<file path="config.mk">
export PLATFORM = sky130hd
export DESIGN_NAME = vsync_src_sel
export DESIGN_NICKNAME = d
export VERILOG_FILES = /design/src/rtl/vss_pkg.sv /design/src/rtl/vss_cfg_shadow.sv /design/src/rtl/vss_sync_edge.sv /design/src/rtl/vss_late_timer.sv /design/src/rtl/vsync_src_sel.sv
export SDC_FILE = /design/constraint.sdc
export NUM_CORES = 1
export LEC_CHECK = 0
export ABC_AREA = 1
export ABC_CLOCK_PERIOD_IN_PS = 3400
export BUFFER_PORTS_ARGS = -buffer_cell sky130_fd_sc_hd__buf_2
export CORE_MARGIN = 1.5
export CORE_UTILIZATION = 60
export DETAILED_ROUTE_END_ITERATION = 12
export GPL_TIMING_DRIVEN = 0
export PLACE_DENSITY = 0.81
export SYNTH_ARGS = -nofsm -noshare
export SYNTH_HDL_FRONTEND = slang
export SYNTH_SLANG_ARGS = --single-unit
</file>
<file path="constraint.sdc">
create_clock -name clk -period 3.4 [get_ports clk]
set_input_delay 0.68 -clock clk [delete_from_list [all_inputs] [get_ports clk]]
set_output_delay 0.68 -clock clk [all_outputs]
set_load 0.01 [all_outputs]
</file>
<file path="src/rtl/vss_pkg.sv">
package vss_pkg;

  localparam int NUM_PINS = 3;
  localparam int PIN_HS   = 0;
  localparam int PIN_FS   = 1;
  localparam int PIN_VS   = 2;

  typedef struct packed {
    logic slave;
    logic fs_en;
    logic h_from_fs;
    logic v_from_fs;
    logic fs_pol;
    logic vs_pol;
    logic fs_dir;
    logic vs_dir;
    logic late_h;
    logic blank_pol;
  } vss_cfg_t;

  // active edge seen on a synchronised level pair
  function automatic logic edge_hit(input logic cur, input logic prev, input logic fall);
    return fall ? (prev & ~cur) : (cur & ~prev);
  endfunction

  // frame sync replaces the dedicated pin only when both bits allow it
  function automatic logic pick_src(input logic want_fs, input logic fs_on,
                                    input logic fs_evt, input logic own_evt);
    return (want_fs & fs_on) ? fs_evt : own_evt;
  endfunction

  function automatic logic drive_level(input logic active, input logic pol);
    return active ^ pol;
  endfunction

endpackage

</file>
<file path="src/rtl/vss_cfg_shadow.sv">
module vss_cfg_shadow #(
  parameter int W = 8
) (
  input  logic         clk,
  input  logic         rst_n,
  input  logic         load_i,
  input  logic [W-1:0] cfg_d,
  output logic [W-1:0] cfg_q
);
  logic primed;
  logic take;

  assign take = load_i | ~primed;

  always_ff @(posedge clk or negedge rst_n) begin
    if (!rst_n) begin
      primed <= 1'b0;
      cfg_q  <= '0;
    end else begin
      primed <= 1'b1;
      if (take) cfg_q <= cfg_d;
    end
  end

  // settings only move on a frame boundary once primed
  a_r9_cfg_hold: assert property (@(posedge clk) disable iff (!rst_n)
    primed && !load_i |=> $stable(cfg_q));

endmodule

</file>
<file path="src/rtl/vss_sync_edge.sv">
module vss_sync_edge import vss_pkg::*; #(
  parameter int STAGES = 2
) (
  input  logic clk,
  input  logic rst_n,
  input  logic pin_i,
  input  logic fall_i,
  output logic hit_o
);
  logic [STAGES:0] sh;
  logic cur_lvl;
  logic prev_lvl;

  always_ff @(posedge clk or negedge rst_n) begin
    if (!rst_n) sh <= '0;
    else        sh <= {sh[STAGES-1:0], pin_i};
  end

  assign cur_lvl  = sh[STAGES-1];
  assign prev_lvl = sh[STAGES];
  assign hit_o    = edge_hit(cur_lvl, prev_lvl, fall_i);

endmodule

</file>
<file path="src/rtl/vss_late_timer.sv">
module vss_late_timer #(
  parameter int CNT_W   = 12,
  parameter int ADVANCE = 128
) (
  input  logic             clk,
  input  logic             rst_n,
  input  logic             edge_i,
  input  logic [CNT_W-1:0] line_len_i,
  output logic             fire_o,
  output logic             armed_o
);
  localparam logic [CNT_W-1:0] ADV_C   = CNT_W'(ADVANCE);
  localparam logic [CNT_W-1:0] CNT_MAX = '1;

  function automatic logic [CNT_W-1:0] fire_point(input logic [CNT_W-1:0] len);
    return len - ADV_C;
  endfunction

  logic [CNT_W-1:0] since_edge;

  always_ff @(posedge clk or negedge rst_n) begin
    if (!rst_n) begin
      since_edge <= '0;
      armed_o    <= 1'b0;
    end else if (edge_i) begin
      since_edge <= CNT_W'(1);
      armed_o    <= 1'b1;
    end else if (armed_o && since_edge != CNT_MAX) begin
      since_edge <= since_edge + 1'b1;
    end
  end

  assign fire_o = armed_o && (since_edge == fire_point(line_len_i));

  // one advanced pulse per measured line
  a_r7_single_fire: assert property (@(posedge clk) disable iff (!rst_n)
    fire_o && (line_len_i > CNT_W'(ADVANCE + 1)) |=> !fire_o);

endmodule

</file>
<file path="src/rtl/vsync_src_sel.sv">
module vsync_src_sel import vss_pkg::*; #(
  parameter int LINE_W      = 12,
  parameter int ADVANCE     = 128,
  parameter int SYNC_STAGES = 2
) (
  input  logic              clk,
  input  logic              rst_n,
  input  logic              cfg_slave,
  input  logic              cfg_fs_en,
  input  logic              cfg_h_from_fs,
  input  logic              cfg_v_from_fs,
  input  logic              cfg_fs_pol,
  input  logic              cfg_vs_pol,
  input  logic              cfg_fs_dir,
  input  logic              cfg_vs_dir,
  input  logic              cfg_late_h,
  input  logic              cfg_blank_pol,
  input  logic [LINE_W-1:0] cfg_line_len,
  input  logic              frame_start_i,
  input  logic              hs_pin_i,
  input  logic              vs_pin_i,
  input  logic              fs_pin_i,
  input  logic              mst_fs_i,
  input  logic              mst_vs_i,
  input  logic              active_video_i,
  output logic              h_trig_o,
  output logic              v_trig_o,
  output logic              fs_pin_o,
  output logic              fs_oe_o,
  output logic              vs_pin_o,
  output logic              vs_oe_o,
  output logic              cblank_o
);
  localparam int FLAG_W = $bits(vss_cfg_t);
  localparam int CFG_W  = FLAG_W + LINE_W;

  vss_cfg_t          cfg_d;
  vss_cfg_t          cfg_q;
  logic [LINE_W-1:0] len_q;
  logic [CFG_W-1:0]  shadow_q;

  assign cfg_d = '{slave:     cfg_slave,
                   fs_en:     cfg_fs_en,
                   h_from_fs: cfg_h_from_fs,
                   v_from_fs: cfg_v_from_fs,
                   fs_pol:    cfg_fs_pol,
                   vs_pol:    cfg_vs_pol,
                   fs_dir:    cfg_fs_dir,
                   vs_dir:    cfg_vs_dir,
                   late_h:    cfg_late_h,
                   blank_pol: cfg_blank_pol};

  vss_cfg_shadow #(.W(CFG_W)) u_shadow (
    .clk    (clk),
    .rst_n  (rst_n),
    .load_i (frame_start_i),
    .cfg_d  ({cfg_line_len, cfg_d}),
    .cfg_q  (shadow_q)
  );

  assign {len_q, cfg_q} = shadow_q;

  // one synchroniser and edge finder per sync pin
  logic [NUM_PINS-1:0] pin_raw;
  logic [NUM_PINS-1:0] pin_fall;
  logic [NUM_PINS-1:0] pin_hit;

  assign pin_raw  = {vs_pin_i, fs_pin_i, hs_pin_i};
  assign pin_fall = {cfg_q.vs_pol, cfg_q.fs_pol, 1'b0};

  for (genvar i = 0; i < NUM_PINS; i++) begin : g_pin
    vss_sync_edge #(.STAGES(SYNC_STAGES)) u_edge (
      .clk    (clk),
      .rst_n  (rst_n),
      .pin_i  (pin_raw[i]),
      .fall_i (pin_fall[i]),
      .hit_o  (pin_hit[i])
    );
  end

  // named events for the assertions
  logic hs_evt, fs_evt, vs_evt;
  logic h_evt, v_evt;
  logic late_fire, h_armed;

  assign hs_evt = pin_hit[PIN_HS];
  assign fs_evt = pin_hit[PIN_FS] & cfg_q.fs_en & ~cfg_q.fs_dir;
  assign vs_evt = pin_hit[PIN_VS] & ~cfg_q.vs_dir;

  assign h_evt = pick_src(cfg_q.h_from_fs, cfg_q.fs_en, fs_evt, hs_evt);
  assign v_evt = pick_src(cfg_q.v_from_fs, cfg_q.fs_en, fs_evt, vs_evt);

  vss_late_timer #(.CNT_W(LINE_W), .ADVANCE(ADVANCE)) u_late (
    .clk        (clk),
    .rst_n      (rst_n),
    .edge_i     (h_evt),
    .line_len_i (len_q),
    .fire_o     (late_fire),
    .armed_o    (h_armed)
  );

  assign h_trig_o = cfg_q.slave & (cfg_q.late_h ? late_fire : h_evt);
  assign v_trig_o = cfg_q.slave & v_evt;

  // master-side pin drive and blanking
  assign fs_pin_o = drive_level(mst_fs_i, cfg_q.fs_pol);
  assign vs_pin_o = drive_level(mst_vs_i, cfg_q.vs_pol);
  assign fs_oe_o  = cfg_q.fs_dir;
  assign vs_oe_o  = cfg_q.vs_dir;
  assign cblank_o = drive_level(active_video_i, cfg_q.blank_pol);

  // master mode keeps the state machines free of external triggers
  a_r1_master_quiet: assert property (@(posedge clk) disable iff (!rst_n)
    !cfg_q.slave |-> !h_trig_o && !v_trig_o);

  // advanced mode issues nothing before the first measured edge
  a_r7_unarmed_quiet: assert property (@(posedge clk) disable iff (!rst_n)
    cfg_q.late_h && !h_armed |-> !h_trig_o);

  // frame sync is inert while it is not enabled
  a_r10_fs_gate: assert property (@(posedge clk) disable iff (!rst_n)
    !cfg_q.fs_en |-> !fs_evt);

  // direct horizontal mode only pulses on a source edge
  a_r3_h_source: assert property (@(posedge clk) disable iff (!rst_n)
    h_trig_o && !cfg_q.late_h |-> (hs_evt || fs_evt));

endmodule

</file>
## Word level (Yosys, flattened, before mapping)

Cells that the tools add are included.

- Flip-flop bits (word level): 45

- Add/subtract/negate cells: 2
- Equality and inequality tests: 2
- Mux-type cells: 7
- Bitwise gates (word level): 24
- Reductions and logical operators: 3

Operators by type and width:

| cell | count |
|---|---|
| $mux W12 | 2 |
| $add A12 B1 Y12 const B | 1 |
| $and A1 B1 Y1 | 12 |
| $eq A12 B12 Y1 | 1 |
| $ne A12 B12 Y1 const B | 1 |
| $sub A12 B8 Y12 const B | 1 |
| $not A1 Y1 | 8 |
| $mux W1 | 5 |
| $xor A1 B1 Y1 | 3 |
| $logic_and A1 B1 Y1 | 2 |
| $reduce_bool A2 Y1 | 1 |
| $or A1 B1 Y1 | 1 |

## Depth between registers and ports, before layout

Gate-level depths: netlist of the first run.

- Word-level depth: 8
- Depth in mapped cells: 10

## Modules after synthesis

Synthesis of the first run repeated with hierarchy kept, for this count alone.

- Cells, all modules: 307
- Area total of the unflattened synthesis: 2376.0 µm²

Modules (own cells, without submodules):

| module | instances | cells an instance | area an instance (µm²) | sequential area each (µm²) |
|---|---|---|---|---|
| vss_late_timer | 1 | 162 | 1062.3 | 325.3 |
| vss_cfg_shadow | 1 | 98 | 912.1 | 575.6 |
| vss_sync_edge | 3 | 9 | 100.1 | 75.1 |
| vsync_src_sel | 1 | 20 | 101.3 | 0.0 |

## Least setup slack after synthesis of the first run

Ideal clock, no wire load.

- Path type: register to output
- Start: register u_shadow.cfg_q[17]
- End: output port h_trig_o
- Arrival: 1.298 ns
- Setup slack: 1.422 ns
- Stages on the path, launching flop included: 10
- Cells stage by stage: dfrtp_1 inv_1 ha_1 nand2_1 nand3_1 nor2_1 nand2_1 nor2_1 nand3_1 a21oi_1

- Word-level cells in the longest chain between the ends: 5

RTL lines:

| what | line | text |
|---|---|---|
| start, declared | vss_cfg_shadow.sv:8 | `output logic [W-1:0] cfg_q` |
| start signal, assigned | vss_cfg_shadow.sv:21 | `if (take) cfg_q <= cfg_d;` |
| $sub A12 B8 Y12 | vss_late_timer.sv:16 | `return len - ADV_C;` |
| $eq A12 B12 Y1 | vss_late_timer.sv:33 | `assign fire_o = armed_o && (since_edge == fire_point(line_len_i));` |
| $logic_and A1 B1 Y1 | vss_late_timer.sv:33 |  |
| $mux W1 | vsync_src_sel.sv:102 | `assign h_trig_o = cfg_q.slave & (cfg_q.late_h ? late_fire : h_evt);` |
| $and A1 B1 Y1 | vsync_src_sel.sv:102 |  |
| end, declared | vsync_src_sel.sv:26 | `output logic h_trig_o,` |

No other way between the ends.

## Worst setup path after layout of the first run

Same ends and word-level chain as after synthesis.

==> results of run 1 <==
-- sequential cells by signal (all words and copies together) (netlist names) --
name               count
u_shadow.cfg_q        22
u_late.since_edge     12
g_pin.u_edge.sh        9
u_late.armed_o         1
u_shadow.primed        1
-- kinds of logic after synthesis --
family                     synth area share
xor gates and xnor gates             0.0190
DFF                                   0.489
AOI/OAI and AO/OA                    0.0679
and+or+nand+nor                       0.298
adders and majority gates            0.0109
muxes                                0.0342
other                               0.00163
buffers and inverters                0.0803
-- through the flow --
step / setup WS [ps] / power, uW
floorplan: 1420 / 783
global placement: 1290 / 855
detailed placement: 1260 / 864
CTS: 932 / 1190
global route: 745 / 1240
finish: 940 / 1180
-- area by class of cell --
type,instances,share of cell area
plain buffers,4,0.00853
clock buffers,5,0.0261
clock inverters,3,0.00806
inverters,42,0.0616
multi-input cells,198,0.376
flip-flops and latches,45,0.427
well taps,48,0.0227
repair buffers,37,0.0701
-- worst max-delay path: cells and delay by family, from the launching register on --
kind / cells / cell delay [ps]
DFF: 1 / 360
and+or+nand+nor: 6 / 440
buffers and inverters: 3 / 280
adders and majority gates: 1 / 300
AOI/OAI and AO/OA: 1 / 110
-- worst min-delay path by stage --
stage                       endpoint  cells after the start
4_1_cts        g_pin[2].u_edge.sh[1]                      0
2_1_floorplan  g_pin[0].u_edge.sh[1]                      0
5_1_grt        g_pin[1].u_edge.sh[1]                      0
3_3_place_gp   g_pin[0].u_edge.sh[1]                      0
3_5_place_dp   g_pin[0].u_edge.sh[1]                      0
6_report       g_pin[1].u_edge.sh[1]                      0
-- power by group through the flow --
stage               registers [uW]  clock network [uW]  logic [uW]
floorplan                      627                   0         156
global placement               637                   0         217
detailed placement             640                   0         224
CTS                            629                 337         225
global route                   635                 352         257
finish                         629                 330         223
-- routing by layer --
| layer | vias up | share of wire | track usage |
|---|---|---|---|
| li1 | 988 | - | - |
| met1 | 872 | 0.47 | 0.300 |
| met2 | 30 | 0.49 | 0.409 |
| met3 | 2 | 0.031 | 0.0417 |
| met4 | 0 | 0.0061 | 0.0638 |
| met5 | - | 0 | 0 |
-- layout by cell type, fill, tap and decap left out, types with 2 or more instances in the layout --
master,synthesis,layout
inv_6,1,2
dfrtp_1,45,45
mux2_2,7,7
clkbuf_1,3,3
nand3_1,18,18
nor2_1,26,26
nand3b_1,2,2
buf_2,0,37
nand2_1,93,93
nand4_1,5,5
nor3_1,4,4
xor2_1,5,5
inv_1,40,40
ha_1,2,2
a21oi_1,4,4
o21ai_1,2,2
o21ai_0,20,20
clkbuf_8,0,5
==> impl_metrics.tcl, run 1 <==
set metrics [dict create \
    dpl_cell_area_sq_um 2550 \
    grtUsageTotal 0.234 \
    worst_pin_slew_ps 955 \
    setup_tns_ps 0 \
    drive_gt1_frac 0.189 \
    synth-edff-count 0 \
    whs_ps 357 \
    drt_iter0_drc 86 \
    synthTopCellsByCount "93 x nand2_1, 45 x dfrtp_1, 40 x inv_1" \
    synth_flop_cell "dfrtp_1" \
    cts_tree "built" \
    area_growth_syn_to_layout_pct 14.5 \
    fmax_ghz 0.407 \
    slew_violations 0 \
    die_h_um 65.0 \
    antenna_cells 0 \
    comb_power_share 0.189 \
    stdcell_area_sq_um 2640 \
    p_leak_uw 0.00141 \
    cts_root_buf "clkbuf_8" \
    drc 0 \
    place_inst 374 \
    syn_avg_cell_area_sq_um 7.97 \
    yosysWarnings 0 \
    max_slew_margin 0.363 \
    antenna_found_initial 0 \
    clock_power_share 0.279 \
    synth.top_cell.area_share 0.489 \
    ys_types 28 \
    p_sw_uw 365 \
    crit_top_cell "nand2_1" \
    syn-num-nets 322 \
    place_hpwl_mm 3.38 \
    syn_inst 289 \
    viasPerCell 4.95 \
    reg2regPathDepth 9 \
    htree_levels 2 \
    clockBufferDepth 2 \
    critPathSlowestCell "dfrtp_1" \
    period_needed_ps 2460 \
    grt_max_degree 46 \
    synth_area_sq_um 2300 \
    numClockSinks 45 \
    rsz0062_at_grt "no" \
    synth_top_area_cell "dfrtp_1" \
    via_count 1892 \
    worstPathMaxFanout 4 \
    cp-end-kind "output port" \
    start_util 0.630 \
    crit_required_ps 2720 \
    seq_area_frac_synth 0.489 \
    dieWidth_um 65.0 \
    first_global_vias 1772 \
    num_rows 22 \
    reg2reg_from "u_late.since_edge[0]" \
    status "complete, no violations" \
    critical-path-max-stage-delay_ps 360 \
    fin_nets 366 \
    rr_endpoint "u_late.since_edge[9]" \
    gp_congestion 0.931 \
    r2r_setup_slack_ps 1900 \
    io_pins 38 \
    ant_nets 0 \
    power_density_nw_per_um2 448 \
    regArea_sq_um 1130 \
    n_fill_cell 287 \
    path_clk_slew_ps 90 \
    cts_hold_buffers 0 \
    grt_pass1_wl_mm 7.57 \
    setup_viol 0 \
    power_switching_share 0.308 \
    io_buffers 37 \
    crit_start "u_shadow.cfg_q[17]" \
    core_area_sq_um 3660 \
    wirelength_mm 4.44 \
    worstSetupStartpointType "flip-flop" \
    yosysMostFrequentCell "nand2_1" \
    yosys-top-cells-area "dfrtp_1 49%, nand2_1 15%, inv_1 6.5%, o21ai_0 4.3%, nor2_1 4.2%" \
    cts_buffers 5 \
    worstPathArrival_ps 1780 \
    overflow 0 \
    final_util 0.721 \
    dr.pass1.iters 4 \
    ctsResizeCount 0 \
    insertion_delay_ps 290 \
    finalHoldViolCount 0 \
    min_period_over_period 0.723 \
    hp-class "reg2reg" \
    ys_seq_elements 45 \
    fin_cells 382 \
    crit_end "h_trig_o" \
    intPower_uw 817 \
    multi_input_area_sq_um 993 \
    power.sequential.fraction 0.532 \
    worstHoldStart "g_pin[1].u_edge.sh[0]" \
    clock-skew-final_ps 5.49 \
    critPathKind "reg2out" \
    routedWlPerCell_um 11.6 \
    die_area_sq_um 4220 \
    cts_setup_buffers 0 \
    async_reset_ff_frac 1.00 \
    crit_chain "inv_1 -> ha_1 -> inv_1 -> nand2_1 -> nand2_1 -> nor2_1 -> nand2_1 -> nor2_1 -> nand3_1 -> a21oi_1 -> buf_2" \
    peakVddDrop_v 0.000297 \
    drv_cap 0 \
]
(Power assumes the default switching activity.)
==> run 2, diff against run 1 <==
Settings changed: ABC_CLOCK_PERIOD_IN_PS 3400 to 2200, CORE_UTILIZATION 60 to 50, PLACE_DENSITY 0.81 to 0.72.
Clock period 3.4 ns to 2.2 ns, I/O delays scaled along.
==> run 2 against run 1 <==
Total power is 57% higher; sequential power grew 55%; cell area grew 2.2%; combinational power rose by 63%; clock skew is 4.3 ps higher; worst setup slack lost 940 ps; clock-buffer cell count unchanged; critical path depth did not move; register-to-register slack lost 1200 ps; utilization fell by 11 points; critical path type unchanged.
==> impl_metrics.tcl, run 2 (synthesis results as in run 1) <==
set metrics [dict create \
    status "complete, no violations" \
    cts_hold_buffers 0 \
    grtUsageTotal 0.210 \
    routedWlPerCell_um 11.9 \
    drive_gt1_frac 0.212 \
    hp-class "in2reg" \
    cts_tree "built" \
    power_switching_share 0.313 \
    cp-end-kind "output port" \
    largest_reg_flops 22 \
    viasPerCell 4.91 \
    drv_cap 0 \
    worst_pin_slew_ps 974 \
    dr.pass1.iters 4 \
    worstSetupStartpointType "flip-flop" \
    num_rows 24 \
    drt_iter0_drc 110 \
    gp_congestion 0.891 \
    rsz0062_at_grt "yes" \
    top_regs "u_shadow.cfg_q x22, u_late.since_edge x12, g_pin.u_edge.sh x9" \
    setup_slack_ps 2.44 \
    die_h_um 70.9 \
    area_growth_syn_to_layout_pct 17.1 \
    worstPathMaxFanout 3 \
    antenna_cells 0 \
    power.sequential.fraction 0.524 \
    place_inst 378 \
    clockBufferDepth 2 \
    crit_required_ps 1760 \
    io_pins 38 \
    regMostFlops "u_shadow.cfg_q" \
    htree_levels 2 \
    power_density_nw_per_um2 688 \
    numClockSinks 45 \
    fin_nets 371 \
    overflow 0 \
    cts_root_buf "clkbuf_8" \
    period_needed_ps 2200 \
    insertion_delay_ps 300 \
    drc 0 \
    clock_power_share 0.280 \
    via_count 1921 \
    grt_pass1_wl_mm 8.26 \
    final_util 0.616 \
    peakVddDrop_v 0.000437 \
    setup_viol 0 \
    final_cell_mix "93 x nand2_1, 45 x dfrtp_1, 38 x inv_1" \
    fmax_ghz 0.455 \
    first_global_vias 1905 \
    start_util 0.526 \
    worstPathArrival_ps 1760 \
    whs_ps 236 \
    critPathKind "reg2out" \
    path_clk_slew_ps 90 \
    min_period_over_period 0.999 \
    slew_violations 0 \
    io_buffers 37 \
    ant_nets 0 \
    comb_power_share 0.196 \
    finalHoldViolCount 0 \
    antenna_found_initial 0 \
    core_area_sq_um 4380 \
    max_slew_margin 0.351 \
    clock-skew-final_ps 9.84 \
    dieWidth_um 70.9 \
    fin_cells 391 \
    p_leak_uw 0.00143 \
    wirelength_mm 4.64 \
    p_sw_uw 582 \
    cts_buffers 5 \
    final_common_cell "nand2_1" \
    die_area_sq_um 5030 \
    dp_slack_ps 317 \
    place_hpwl_mm 3.37 \
    grt_max_degree 46 \
    intPower_uw 1280 \
]
-- run 2: worst max-delay path, cell delays in order, from the launching register on --
cell and delay (ps):
dfrtp_1 390, inv_2 70, ha_4 270, inv_1 40, nand2_1 60, nand2_1 50
nor2_1 90, nand2_1 70, nor2_1 80, nand3_1 90, a21oi_2 110, buf_2 140
-- run 2: cell type report --
class / count / area [sq um]
buffer: 4 / 22.5
clock buffer: 5 / 68.8
clock inverter: 3 / 21.3
fill: 386 / 1690
inverter: 42 / 163
multi-input combinational: 198 / 1010
sequential: 45 / 1130
tap: 52 / 65.1
timing repair buffer: 42 / 223
-- run 2: final timing paths --
check / startpoint / to / slack (ps) / cells after the start
min in group asynchronous: rst_n / u_shadow.cfg_q[8] / 290 / 1
max in group asynchronous: rst_n / u_shadow.cfg_q[12] / 1310 / 1
min reg2reg: g_pin[2].u_edge.sh[0] / g_pin[2].u_edge.sh[1] / 350 / 0
max: u_shadow.cfg_q[17] / h_trig_o / 2 / 11
max reg2reg: u_late.since_edge[1] / u_late.since_edge[9] / 710 / 9
min: vs_pin_i / g_pin[2].u_edge.sh[0] / 240 / 1
-- run 2: what timing repair did --
item | 4_1_cts | 5_1_grt
gates resized for setup | 2 | 2
buffers inserted | 1 | 4
hold endpoints to repair | 0 | 0
setup endpoints to repair | 1 | 1
pin swaps | 2 | 2
-- run 2: per-layer routing --
metal  vias to the layer above  global-route usage  part of all wire
li1                       1003                   -                 -
met1                       865               0.273              0.49
met2                        42               0.342              0.45
met3                        11              0.0427             0.036
met4                         0              0.0922             0.027
met5                         -                   0                 0
-- run 2: metrics by stage --
step	setup TNS [ps]	cell area, sq um	total power [uW]
2_1_floorplan	0	2300	1210
3_5_place_dp	0	2550	1340
3_3_place_gp	0	2550	1320
6_report	0	2700	1860
4_1_cts	0	2670	1870
5_1_grt	-164	2700	1980
-- run 2: power by group through the flow --
stage	clock network (uW)	registers (uW)	logic, uW
2_1_floorplan	0	968	241
3_3_place_gp	0	984	340
3_5_place_dp	0	990	346
4_1_cts	537	973	356
5_1_grt	566	988	423
6_report	520	973	364
==> run 3, diff against run 2 <==
Settings changed: CORE_UTILIZATION 50 to 51, PLACE_DENSITY 0.72 to 0.73, SYNTH_HIERARCHICAL from default to 1.
==> run 3 against run 2 <==
The flow now finishes with violations (setup timing); utilization up 1.5 points; register-to-register slack got worse by 170 ps; non-clock buffer count up 4; critical path depth rose by 3; via count rose by 7.1%; worst hold slack lost 0.73 ps; synthesized cell count increased by 6.2%; clock skew rose by 2.9 ps; clock-buffer cell count increased by 1; area after synthesis up 3.1%; sequential share of layout area shrank 1.3 points; global-route usage decreased by 0.39 points.
==> impl_metrics.tcl, run 3 <==
set metrics [dict create \
    status "finished with violations" \
    violations "setup timing" \
    p_leak_uw 0.00148 \
    cp_top_family "simple AND/OR/NAND/NOR gates" \
    grt_pass1_wl_mm 8.24 \
    routedWlPerCell_um 12.0 \
    met3_length_um 214 \
    yosys-top-cells-area "dfrtp_1 47%, nand2_1 17%, nand3_1 8.8%, xor2_1 4.8%, inv_1 4.4%" \
    via_count 2058 \
    worstPathArrival_ps 1880 \
    worstSetupStartpointType "flip-flop" \
    seq_area_frac_synth 0.474 \
    finalHoldViolCount 0 \
    regMostFlops "u_shadow/cfg_q" \
    area_growth_syn_to_layout_pct 17.1 \
    final_util 0.630 \
    ant_nets 0 \
    insertion_delay_ps 310 \
    drv_cap 0 \
    slew_violations 0 \
    drt_iter0_drc 137 \
    final_common_cell "nand2_1" \
    path_clk_slew_ps 90 \
    io_buffers 37 \
    cts_root_buf "clkbuf_8" \
    viasPerCell 5.06 \
    synth_flop_cell "dfrtp_1" \
    setup_viol 1 \
    routedLengthMet1_mm 2.25 \
    grt_max_degree 46 \
    worst-path-buf-inv 3 \
    fin_nets 387 \
    io_pins 38 \
    gp_congestion 0.810 \
    place_hpwl_mm 3.55 \
    multi_input_area_sq_um 1080 \
    crit_chain "inv_2 -> ha_4 -> nand2_2 -> nand2_2 -> nor2_1 -> nand2_1 -> nor2_1 -> nand2_1 -> nor2_1 -> nor2_1 -> nor2_1 -> nand2_1 -> inv_1 -> buf_2" \
    regArea_sq_um 1130 \
    clock-skew-final_ps 12.7 \
    clockBufferDepth 2 \
    max_slew_margin 0.337 \
    yosysMostFrequentCell "nand2_1" \
    grtUsageTotal 0.206 \
    yosysWarnings 6 \
    critPathKind "reg2out" \
    drc 0 \
    antenna_found_initial 0 \
    core_area_sq_um 4410 \
    hp-class "in2reg" \
    async_reset_ff_frac 1.00 \
    critical-path-max-stage-delay_ps 400 \
    min_period_over_period 1.06 \
    first_global_vias 1904 \
    ys_seq_elements 45 \
    cts_buffers 5 \
    overflow 0 \
    synth-edff-count 0 \
    cts_tree "built" \
    synth.top_cell.area_share 0.474 \
    routed.top_layer "met4" \
    drive_gt1_frac 0.206 \
    worstPathMaxFanout 2 \
    htree_levels 2 \
    antenna_cells 0 \
    syn_inst 307 \
    critPathSlowestCell "dfrtp_1" \
    top_regs "u_shadow/cfg_q x22, u_late/since_edge x12, g_pin.u_edge/sh x9" \
    crit_required_ps 1760 \
    syn_avg_cell_area_sq_um 7.74 \
    ys_types 28 \
    start_util 0.538 \
    synth_area_sq_um 2380 \
    setup_tns_ps -123 \
    dp_slack_ps 120 \
    period_needed_ps 2320 \
    n_fill_cell 397 \
    cp-end-kind "output port" \
    wirelength_mm 4.87 \
    crit_top_cell "nor2_1" \
    fmax_ghz 0.431 \
    die_area_sq_um 5080 \
    worst_pin_slew_ps 995 \
    numClockSinks 45 \
    power_density_nw_per_um2 737 \
    synth_top_area_cell "dfrtp_1" \
    rsz0062_at_grt "yes" \
    place_inst 397 \
    dr.pass1.iters 4 \
    die_h_um 71.3 \
    synthTopCellsByCount "107 x nand2_1, 45 x dfrtp_1, 42 x nand3_1" \
    peakVddDrop_v 0.000432 \
    largest_reg_flops 22 \
    final_cell_mix "105 x nand2_1, 45 x dfrtp_1, 42 x nand3_1" \
    dieWidth_um 71.3 \
    setup_slack_ps -123 \
    fin_cells 407 \
    routed-wl-met2_mm 2.31 \
    num_rows 24 \
]
run 3: changes by cell type in the layout (fill, tap and decap cells not counted), moves of 8 or more:
| cell | previous run | this run |
|---|---|---|
| inv_1 | 38 | 26 |
| nand2_1 | 93 | 105 |
| o21ai_0 | 20 | 3 |
| nand3_1 | 18 | 42 |
| xor2_1 | 5 | 13 |
run 3: report_power, final:
part,total [uW],internal [uW],switching [uW]
sequential,964,903,61.1
clock,658,369,289
combinational,428,178,250
run 3: final timing paths:
path | from | to | slack (ps) | cells after the start
min | vs_pin_i | g_pin[2].u_edge/sh[0] | 240 | 1
max | u_shadow/cfg_q[17] | h_trig_o | -120 | 14
max in group asynchronous | rst_n | u_shadow/cfg_q[11] | 1290 | 1
max reg2reg | u_shadow/cfg_q[5] | u_late/since_edge[11] | 540 | 8
min in group asynchronous | rst_n | g_pin[0].u_edge/sh[2] | 290 | 1
min reg2reg | g_pin[1].u_edge/sh[0] | g_pin[1].u_edge/sh[1] | 360 | 0
run 3: per-stage QoR:
step / cell area, sq um / hold slack (ps) / power (uW)
after floorplan: 2380 / 144 / 1270
after global placement: 2630 / 334 / 1390
after detailed placement: 2630 / 343 / 1400
after CTS: 2780 / 228 / 2070
after global routing: 2780 / 226 / 2170
final: 2780 / 235 / 2050
run 3: metal layers:
layer | global-route usage | vias up
met4 | 0.0776 | 0
met5 | 0 | -
li1 | - | 1058
met2 | 0.328 | 46
met3 | 0.0464 | 10
met1 | 0.277 | 944
run 3: area by class of cell:
cell class,count,share of cell area
Buffer,11,0.0265
Clock buffer,6,0.0297
Clock inverter,2,0.0135
Inverter,31,0.0436
Multi-Input combinational cell,221,0.387
Sequential cell,45,0.405
Tap cell,52,0.0234
Timing Repair Buffer,39,0.0719
run 3: what timing repair did:
item / in CTS / in global routing
pin swaps: 2 / 9
gates resized for setup: 3 / 2
hold buffers: 0 / 0
setup endpoints to repair: 1 / 1
setup buffers: 2 / 0
run 3: kinds of logic (layout without fill, tap and decap cells):
kind of cell | count (synthesis) | after routing | synth area share
flops | 45 | 45 | 0.474
buf+inv | 42 | 89 | 0.0821
compound gates | 9 | 9 | 0.0211
simple gates | 192 | 192 | 0.354
fa+ha+maj | 2 | 2 | 0.0105
other cells | 2 | 3 | 0.00316
xor+xnor | 15 | 15 | 0.0553
